**src/rtl/cfg_dec_pkg.sv**
```systemverilog
// Package: shared types for the configuration base-address decoder.
// Assumes nothing beyond a 2-bit mode field from the host side.
package cfg_dec_pkg;
    typedef enum logic [1:0] {
        PM_COMPAT = 2'd0,
        PM_BIDIR  = 2'd1,
        PM_EPP    = 2'd2,
        PM_ECP    = 2'd3
    } pp_mode_t;
endpackage

```
**src/rtl/cfg_regfile.sv**
```systemverilog
// Module: cfg_regfile
// Holds the index register and the two base registers behind an
// index/data pair. Writes land on the rising clock edge. Reads are
// combinational. The strap is sampled only while reset is held.
module cfg_regfile #(
    parameter int          REG_W     = 8,
    parameter logic [7:0]  IDX_PP    = 8'h23,
    parameter logic [7:0]  IDX_SP    = 8'h24,
    parameter logic [REG_W-1:0] PP_DEF = 8'hDE,
    parameter logic [REG_W-1:0] SP_DEF = 8'hFE
) (
    input  logic             clk,
    input  logic             rst_n,
    input  logic             cfg_strap,
    input  logic             cfg_wr,
    input  logic             cfg_sel_data,
    input  logic [REG_W-1:0] cfg_wdata,
    output logic [REG_W-1:0] cfg_rdata,
    output logic [REG_W-1:0] pp_base,
    output logic [REG_W-1:0] sp_base
);
    logic [REG_W-1:0] idx_q;
    logic [REG_W-1:0] pp_q;
    logic [REG_W-1:1] sp_q;
    logic [REG_W-1:0] data_rd;

    // Register update: strap-dependent defaults on reset, else host writes.
    always_ff @(posedge clk) begin
        if (!rst_n) begin
            idx_q <= '0;
            pp_q  <= cfg_strap ? PP_DEF : '0;
            sp_q  <= cfg_strap ? SP_DEF[REG_W-1:1] : '0;
        end else if (cfg_wr) begin
            if (!cfg_sel_data)
                idx_q <= cfg_wdata;
            else if (idx_q == IDX_PP[REG_W-1:0])
                pp_q <= cfg_wdata;
            else if (idx_q == IDX_SP[REG_W-1:0])
                sp_q <= cfg_wdata[REG_W-1:1];
        end
    end

    // Data-port read mux: unknown indices read zero.
    always_comb begin
        if (idx_q == IDX_PP[REG_W-1:0])
            data_rd = pp_q;
        else if (idx_q == IDX_SP[REG_W-1:0])
            data_rd = {sp_q, 1'b0};
        else
            data_rd = '0;
    end

    assign cfg_rdata = cfg_sel_data ? data_rd : idx_q;
    assign pp_base   = pp_q;
    assign sp_base   = {sp_q, 1'b0};

    // a serial-base write keeps bit 0 at zero
    assert_sp_bit0_R7: assert property (@(posedge clk) disable iff (!rst_n)
        (cfg_wr && cfg_sel_data && idx_q == IDX_SP[REG_W-1:0])
        |=> (cfg_rdata[0] == 1'b0 || !cfg_sel_data) && sp_base == {$past(cfg_wdata[REG_W-1:1]), 1'b0});

    // data writes at a foreign index leave the parallel base alone
    assert_pp_hold_R11: assert property (@(posedge clk) disable iff (!rst_n)
        (cfg_wr && cfg_sel_data && idx_q != IDX_PP[REG_W-1:0]) |=> $stable(pp_base));

    // defaults follow the strap seen during reset
    assert_reset_default_R2: assert property (@(posedge clk) disable iff (!rst_n)
        $past(!rst_n) |-> (pp_base == ($past(cfg_strap) ? PP_DEF : '0)));
endmodule

```
**src/rtl/pp_decoder.sv**
```systemverilog
// Module: pp_decoder
// Combinational parallel-port select. The granularity depends on the
// mode: 4 bytes normally, 8 bytes in EPP. ECP mode also answers in
// the mirror window with the top address bit set. Assumes the address
// is REG_W+3 bits wide and the base register is REG_W bits wide.
module pp_decoder
    import cfg_dec_pkg::*;
#(
    parameter int REG_W  = 8,
    localparam int ADDR_W = REG_W + 3
) (
    input  logic              clk,
    input  logic              rst_n,
    input  logic [REG_W-1:0]  base,
    input  pp_mode_t          mode,
    input  logic              cs_n,
    input  logic [ADDR_W-1:0] addr,
    output logic              sel,
    output logic              ecp_hi
);
    logic [REG_W-1:0] field;
    logic             a_top;
    logic             enabled;
    logic             hit;

    assign field   = addr[ADDR_W-2:2];
    assign a_top   = addr[ADDR_W-1];
    assign enabled = |base[REG_W-1:REG_W-2];

    // Mode-dependent window compare.
    always_comb begin
        case (mode)
            PM_ECP:  hit = (field == base);
            PM_EPP:  hit = (field[REG_W-1:1] == base[REG_W-1:1]) && !a_top;
            default: hit = (field == base) && !a_top;
        endcase
    end

    assign sel    = !cs_n && enabled && hit;
    assign ecp_hi = sel && a_top;

    // disabled base never selects
    assert_pp_disable_R8: assert property (@(posedge clk) disable iff (!rst_n)
        (base[REG_W-1:REG_W-2] == 2'b00) |-> !sel);

    // upper-window flag only in ECP mode
    assert_ecp_hi_mode_R10: assert property (@(posedge clk) disable iff (!rst_n)
        ecp_hi |-> (mode == PM_ECP && sel));

    // top address bit blocks outside ECP
    assert_pp_top_block_R9: assert property (@(posedge clk) disable iff (!rst_n)
        (a_top && mode != PM_ECP) |-> !sel);
endmodule

```
**src/rtl/sp_decoder.sv**
```systemverilog
// Module: sp_decoder
// Combinational serial-port select on 8-byte windows. Assumes base
// bit 0 is unused and the address is REG_W+3 bits wide.
module sp_decoder #(
    parameter int REG_W  = 8,
    localparam int ADDR_W = REG_W + 3
) (
    input  logic              clk,
    input  logic              rst_n,
    input  logic [REG_W-1:0]  base,
    input  logic              cs_n,
    input  logic [ADDR_W-1:0] addr,
    output logic              sel
);
    logic enabled;
    logic hit;

    assign enabled = |base[REG_W-1:REG_W-2];
    assign hit     = (addr[ADDR_W-2:3] == base[REG_W-1:1]) && !addr[ADDR_W-1];
    assign sel     = !cs_n && enabled && hit;

    // top address bit always blocks the serial select
    assert_sp_top_block_R9: assert property (@(posedge clk) disable iff (!rst_n)
        addr[ADDR_W-1] |-> !sel);

    // disabled serial base never selects
    assert_sp_disable_R8: assert property (@(posedge clk) disable iff (!rst_n)
        (base[REG_W-1:REG_W-2] == 2'b00) |-> !sel);
endmodule

```
**src/rtl/cfg_base_decoder.sv**
```systemverilog
// Module: cfg_base_decoder
// Top level: index/data configuration store feeding the parallel and
// serial chip-select decoders. Assumes the host has already entered
// configuration mode whenever it drives cfg_wr.
module cfg_base_decoder
    import cfg_dec_pkg::*;
#(
    parameter int REG_W  = 8,
    localparam int ADDR_W = REG_W + 3
) (
    input  logic              clk,
    input  logic              rst_n,
    input  logic              cfg_strap,
    input  logic              cfg_wr,
    input  logic              cfg_sel_data,
    input  logic [REG_W-1:0]  cfg_wdata,
    output logic [REG_W-1:0]  cfg_rdata,
    input  logic              host_cs_n,
    input  logic [ADDR_W-1:0] host_addr,
    input  logic [1:0]        pp_mode,
    output logic              pp_sel,
    output logic              pp_ecp_hi,
    output logic              sp_sel
);
    logic [REG_W-1:0] pp_base;
    logic [REG_W-1:0] sp_base;
    pp_mode_t         mode_e;

    assign mode_e = pp_mode_t'(pp_mode);

    cfg_regfile #(.REG_W(REG_W)) u_regs (
        .clk          (clk),
        .rst_n        (rst_n),
        .cfg_strap    (cfg_strap),
        .cfg_wr       (cfg_wr),
        .cfg_sel_data (cfg_sel_data),
        .cfg_wdata    (cfg_wdata),
        .cfg_rdata    (cfg_rdata),
        .pp_base      (pp_base),
        .sp_base      (sp_base)
    );

    pp_decoder #(.REG_W(REG_W)) u_pp (
        .clk    (clk),
        .rst_n  (rst_n),
        .base   (pp_base),
        .mode   (mode_e),
        .cs_n   (host_cs_n),
        .addr   (host_addr),
        .sel    (pp_sel),
        .ecp_hi (pp_ecp_hi)
    );

    sp_decoder #(.REG_W(REG_W)) u_sp (
        .clk   (clk),
        .rst_n (rst_n),
        .base  (sp_base),
        .cs_n  (host_cs_n),
        .addr  (host_addr),
        .sel   (sp_sel)
    );

    // chip select high silences both decoders
    assert_cs_gate_R9: assert property (@(posedge clk) disable iff (!rst_n)
        host_cs_n |-> (!pp_sel && !sp_sel && !pp_ecp_hi));
endmodule

```
**config.mk**
```make
export PLATFORM = sky130hd
export DESIGN_NAME = cfg_base_decoder
export DESIGN_NICKNAME = d
export VERILOG_FILES = /design/src/rtl/cfg_dec_pkg.sv /design/src/rtl/cfg_regfile.sv /design/src/rtl/pp_decoder.sv /design/src/rtl/sp_decoder.sv /design/src/rtl/cfg_base_decoder.sv
export SDC_FILE = /design/constraint.sdc
export NUM_CORES = 1
export LEC_CHECK = 0
export ABC_AREA = 1
export BUFFER_PORTS_ARGS = -buffer_cell sky130_fd_sc_hd__clkbuf_2
export CAP_MARGIN = 20
export CORE_MARGIN = 3
export CORE_UTILIZATION = 43
export DETAILED_ROUTE_END_ITERATION = 8
export PLACE_DENSITY = 0.75
export SYNTH_ARGS = -nofsm -noshare
export SYNTH_HDL_FRONTEND = slang
export SYNTH_SLANG_ARGS = --single-unit
```
**constraint.sdc**
```tcl
create_clock -name clk -period 3.5 [get_ports clk]
set_input_delay 0.175 -clock clk [delete_from_list [all_inputs] [get_ports clk]]
set_output_delay 0.175 -clock clk [all_outputs]
set_load 0.005 [all_outputs]
```
Word-level counts from Yosys, hierarchy flattened
Cells that the tools add are included.

Eq/ne operators: 12. Multiplexer cells: 15. Bitwise gates (word level): 1. Reductions and logical operators: 15.

Operators with widths (number): $mux 8 (8); $mux 7 (6); $eq 8x6->1 const B (2); $eq 7x7->1 (2); $eq 8x8->1 (1); $logic_and 1x1->1 (8); $ne 2x1->1 const B (4); $eq 2x2->1 const B (2); $reduce_and 4->1 (1); $reduce_or 2->1 (2); $reduce_and 3->1 (1); $logic_not 1->1 (2); $ne 2x2->1 const B (1); $pmux 1 s2 (1); $reduce_and 2->1 (1); $not 1->1 (1).

Register bits: 23. Input bits: 27. Logic and storage cells: 46.

Depth between registers and ports, before layout
Depth after elaboration: 6. Gate-level depth with buffers: 8. Depth with buffers taken out: 8.

Cells and area by module
A second synthesis with hierarchy kept.

Cells, all modules: 228. Area, all modules: 1515.2 sq um.

Modules (own cells, without submodules): cfg_regfile (instances 1, cells an instance 133, area an instance 1128.6 sq um, sequential area each 610.6 sq um); pp_decoder (instances 1, cells an instance 55, area an instance 230.2 sq um, sequential area each 0.0 sq um); sp_decoder (instances 1, cells an instance 40, area an instance 156.4 sq um, sequential area each 0.0 sq um).

Worst setup path before layout
OpenSTA, ideal clock, no wires.

Kind: register to register. From: register u_regs.idx_q[4]. To: register u_regs.pp_q[0], in the netlist u_regs.pp_base[0], enable pin. Setup time: 0.374 ns. Data arrival time: 1.275 ns. Path slack: 1.851 ns. Stages on the path, launching flop included: 7. Cells stage by stage: dfxtp_1 > inv_1 > nand2_2 > nor3_4 > buf_6 > nand2_1 > o21ai_1.

Longest elaborated chain between the ends: 3.

Ends and longest elaborated chain: from (decl) (RTL line cfg_regfile.sv:22) `logic [REG_W-1:0] idx_q;`; from (signal assigned) (RTL line cfg_regfile.sv:35) `idx_q <= cfg_wdata;`; $eq 8x6->1 (RTL line cfg_regfile.sv:36) `else if (idx_q == IDX_PP[REG_W-1:0])`; $ne 2x1->1 (no source line); $reduce_and 3->1 (no source line); to (signal assigned) (RTL line cfg_regfile.sv:31) `pp_q <= cfg_strap ? PP_DEF : '0;`; to (signal assigned) (RTL line cfg_regfile.sv:37) `pp_q <= cfg_wdata;`; to (decl) (RTL line cfg_regfile.sv:23) `logic [REG_W-1:0] pp_q;`.

No other way between the ends. A chain may end at the register's enable or synchronous reset.

Worst setup path after layout
From: register u_regs.idx_q[4]. To: register u_regs.pp_q[5], in the netlist u_regs.pp_base[5], enable pin.

The elaborated chain is that of the path after synthesis.

==> flow_summary_export.csv <==
group,metric,value,unit
floorplanning,fp.dieH,63.6,µm
routing,drt-vias-per-instance,4.93,
pwr,power.ir.vdd_worst,0.201,mV
cts,cts_tree,"built",
sta,fin_ws,1.48,ns
pwr,power_per_cell_area,328,nW/µm²
layout,design.final.nets,268,
worst_setup_path,worst-r2r-cell-count,5,
worst_setup_path,critPathCaptureType,"flip-flop",
sta,finalHoldWorstSlack,0.0845,ns
placed_design,place_ws,1.49,ns
sta,timing.final.hold_violations,0,
sta,setup_viol,0,
global_routing,first_global_vias,1298,
layout,number_of_antenna_diodes,0,
layout,synthToLayoutAreaGrowth,16.5,%
cts,cts_buffers,3,
cts,clk-insertion-delay-late,0.31,ns
floorplanning,num_rows,20,
cts,clk_pin_slew_worst_paths,0.12,ns
sta,grt_setup_unrepaired,"false",
layout,post-route-cell-area,1660,µm²
hold_path,hold-path-cell-count,3,
synthesis,syn-instance-count,204,
hold_path,timing.hold.worst.start,"cfg_wdata[1]",
synthesis,synth_seq_cells,23,
worst_setup_path,worst_setup_start_kind,"flip-flop",
routing,detailedRoute.firstIterationViolations,76,
worst_setup_path,cp.required,3.46,ns
sta,period_needed,2.02,ns
floorplanning,die_width,63.6,µm
synthesis,synth.avg_cell_area,7.00,µm²
synthesis,synth_seq_area_share,42.8,%
floorplanning,core_region_area,3100,µm²
routing,antenna_nets_post_route,0,
placed_design,post-dp-hpwl,2590,µm
floorplanning,boundaryPins,38,
worst_setup_path,criticalPathCategory,"reg2reg",
cts,cts_buffer_depth,2,
placed_design,dpl-instance-area,1640,µm²
global_routing,grt_antenna_before_repair,0,
synthesis,netlist-cell-type-count,21,
placed_design,buffers_added_on_ports,35,
cts,cts-hold-fix-buffers,0,
global_routing,grt_first_pass_wirelength,5180,µm
worst_setup_path,data_arrival_at_the_endpoint_of_the_critical_path,1.98,ns
worst_setup_path,reg2reg_from,"u_regs.idx_q[4]$_SDFFE_PN0P_",
pwr,fin_total_pwr,0.546,mW
worst_setup_path,rr_endpoint,"u_regs.pp_base[5]$_SDFFCE_PN0P_",
status,run_status,"completed",
global_routing,grt_start_max_net_pins,17,
routing,drcViolationCount,0,
floorplanning,initial_core_util,46.0,%
cts,buffer_type_at_the_clock_tree_root,"clkbuf_4",
sta,worst_slew_pin_slew,0.712,ns
sta,setup_tns,0,ns
flow_run,cap_violations,0,
layout,layout.filler_cells,334,
layout,final_layout_size_suffix_gt1_share,18.3,%
cts,postCtsSetupRepairBufs,0,
sta,report.final.slew_viol_count,0,
floorplanning,die_area,4050,µm²
global_routing,globalRoute.totalOverflow,0,
cts,post_cts.resized_instances,0,
hold_path,whs_endpoint,"u_regs.idx_q[1]$_SDFFE_PN0P_",
hold_path,hold_path_class,"in2reg",
routing,dr.pass1.iters,4,
cts,htree_depth,1,
synthesis,ys_warn_count,0,
placed_design,routabilityCongestion,0.815,
sta,slew_headroom,52.2,%
sta,fmax,495,MHz
global_routing,global_route.usage.total,15.9,%
routing,via_count,1400,
routing,post_drt_wl_per_cell,11.0,µm
routing,routed_wl,3140,µm
worst_setup_path,reg2reg_setup_slack,1.48,ns
sta,clock_skew,0.00333,ns
pwr,power_leakage,0.852,nW
synthesis,synth.net_count,231,
sta,final_period_utilization,57.7,%
cts,cts.sink_count,23,
worst_setup_path,crit_fanout,16,
synthesis,synthesis.area,1430,µm²
## where the power goes
part	total [mW]	switching, mW	internal [mW]
combinational	0.0999	0.0612	0.0387
clock	0.120	0.0770	0.0428
sequential	0.326	0.0159	0.310
total	0.546	0.154	0.392
## logic make-up (layout without fill, tap and decap cells)
group / after synthesis / count (layout) / synth area share, %
compound gates: 25 / 25 / 8.94
simple gates: 121 / 121 / 36.5
buf+inv: 30 / 66 / 8.68
xor+xnor: 5 / 5 / 3.07
flops: 23 / 23 / 42.8
## flip-flops by register name (all words and copies together) (netlist names)
name            count
u_regs.pp_base      8
u_regs.idx_q        8
u_regs.sp_q         7
## critical path, cell delays in order (launching register included)
cell	delay, ns
dfxtp_1	0.33
inv_1	0.08
nand2_2	0.07
nor3_4	0.44
nand2_1	0.15
o21ai_1	0.60
## per-stage QoR
| step | std cells | util [%] |
|---|---|---|
| floorplan | 204 | - |
| global placement | 280 | 52.7 |
| detailed placement | 280 | 52.7 |
| CTS | 284 | 53.6 |
| global route | 284 | 53.6 |
| finish | 284 | 53.6 |
## cells in the mapped netlist
cell,n,area [µm²]
clkbuf_1,1,3.75
nand3_1,19,95.1
buf_6,1,11.3
nand2_1,71,267
or2_1,1,6.26
o22ai_1,2,12.5
buf_4,1,7.51
xnor2_1,3,26.3
xor2_1,2,17.5
o21ai_0,12,60.1
o21ai_1,5,25.0
a21oi_1,6,30.0
nor3_4,2,32.5
nand2_2,2,12.5
nor3_1,1,5.00
nor2_4,1,11.3
dfxtp_1,8,160
edfxtp_1,15,450
nand4_1,1,6.26
inv_1,27,101
nor2_1,23,86.3
## worst max-delay path by stage
stage	from	to	slack, ns	depth (start not counted)
final	u_regs.idx_q[4]$_SDFFE_PN0P_	u_regs.pp_base[5]$_SDFFCE_PN0P_	1.48	5
after global routing	u_regs.idx_q[4]$_SDFFE_PN0P_	u_regs.pp_base[0]$_SDFFCE_PN0P_	1.36	5
after CTS	u_regs.idx_q[4]$_SDFFE_PN0P_	u_regs.pp_base[1]$_DFFE_PP_	1.47	5
after detailed placement	u_regs.idx_q[4]$_SDFFE_PN0P_	u_regs.pp_base[1]$_DFFE_PP_	1.49	5
after global placement	u_regs.idx_q[4]$_SDFFE_PN0P_	u_regs.pp_base[1]$_DFFE_PP_	1.54	5
after floorplan	u_regs.idx_q[4]$_SDFFE_PN0P_	u_regs.pp_base[0]$_SDFFCE_PN0P_	1.85	6
## layout by cell type (no fill, tap or decap), drive strengths merged
| cell | instances |
|---|---|
| edfxtp | 15 |
| clkinv | 1 |
| inv | 27 |
| nor2 | 24 |
| dfxtp | 8 |
| nand3 | 19 |
| a21oi | 6 |
| xor2 | 2 |
| o22ai | 2 |
| nand4 | 1 |
| nand2 | 73 |
| or2 | 1 |
| xnor2 | 3 |
| o21ai | 17 |
| clkbuf | 38 |
| nor3 | 3 |
## layout make-up
cell class	instances	area, µm²	share of cell area, %
Clock buffer	3	22.5	1.35
Clock inverter	1	5.00	0.301
Inverter	27	101	6.09
Multi-Input combinational cell	151	693	41.7
Sequential cell	23	611	36.7
Tap cell	44	55.1	3.31
Timing Repair Buffer	35	175	10.5
## metal layers
layer / share of wire (%) / up-vias / global-route usage (%)
met2: 44 / 49 / 27.8
met3: 6.4 / 5 / 1.78
met5: 0 / - / 0
li1: - / 727 / -
met4: 1.5 / 0 / 6.47
met1: 48 / 619 / 19.7
Power figures use the tool's default switching activity.
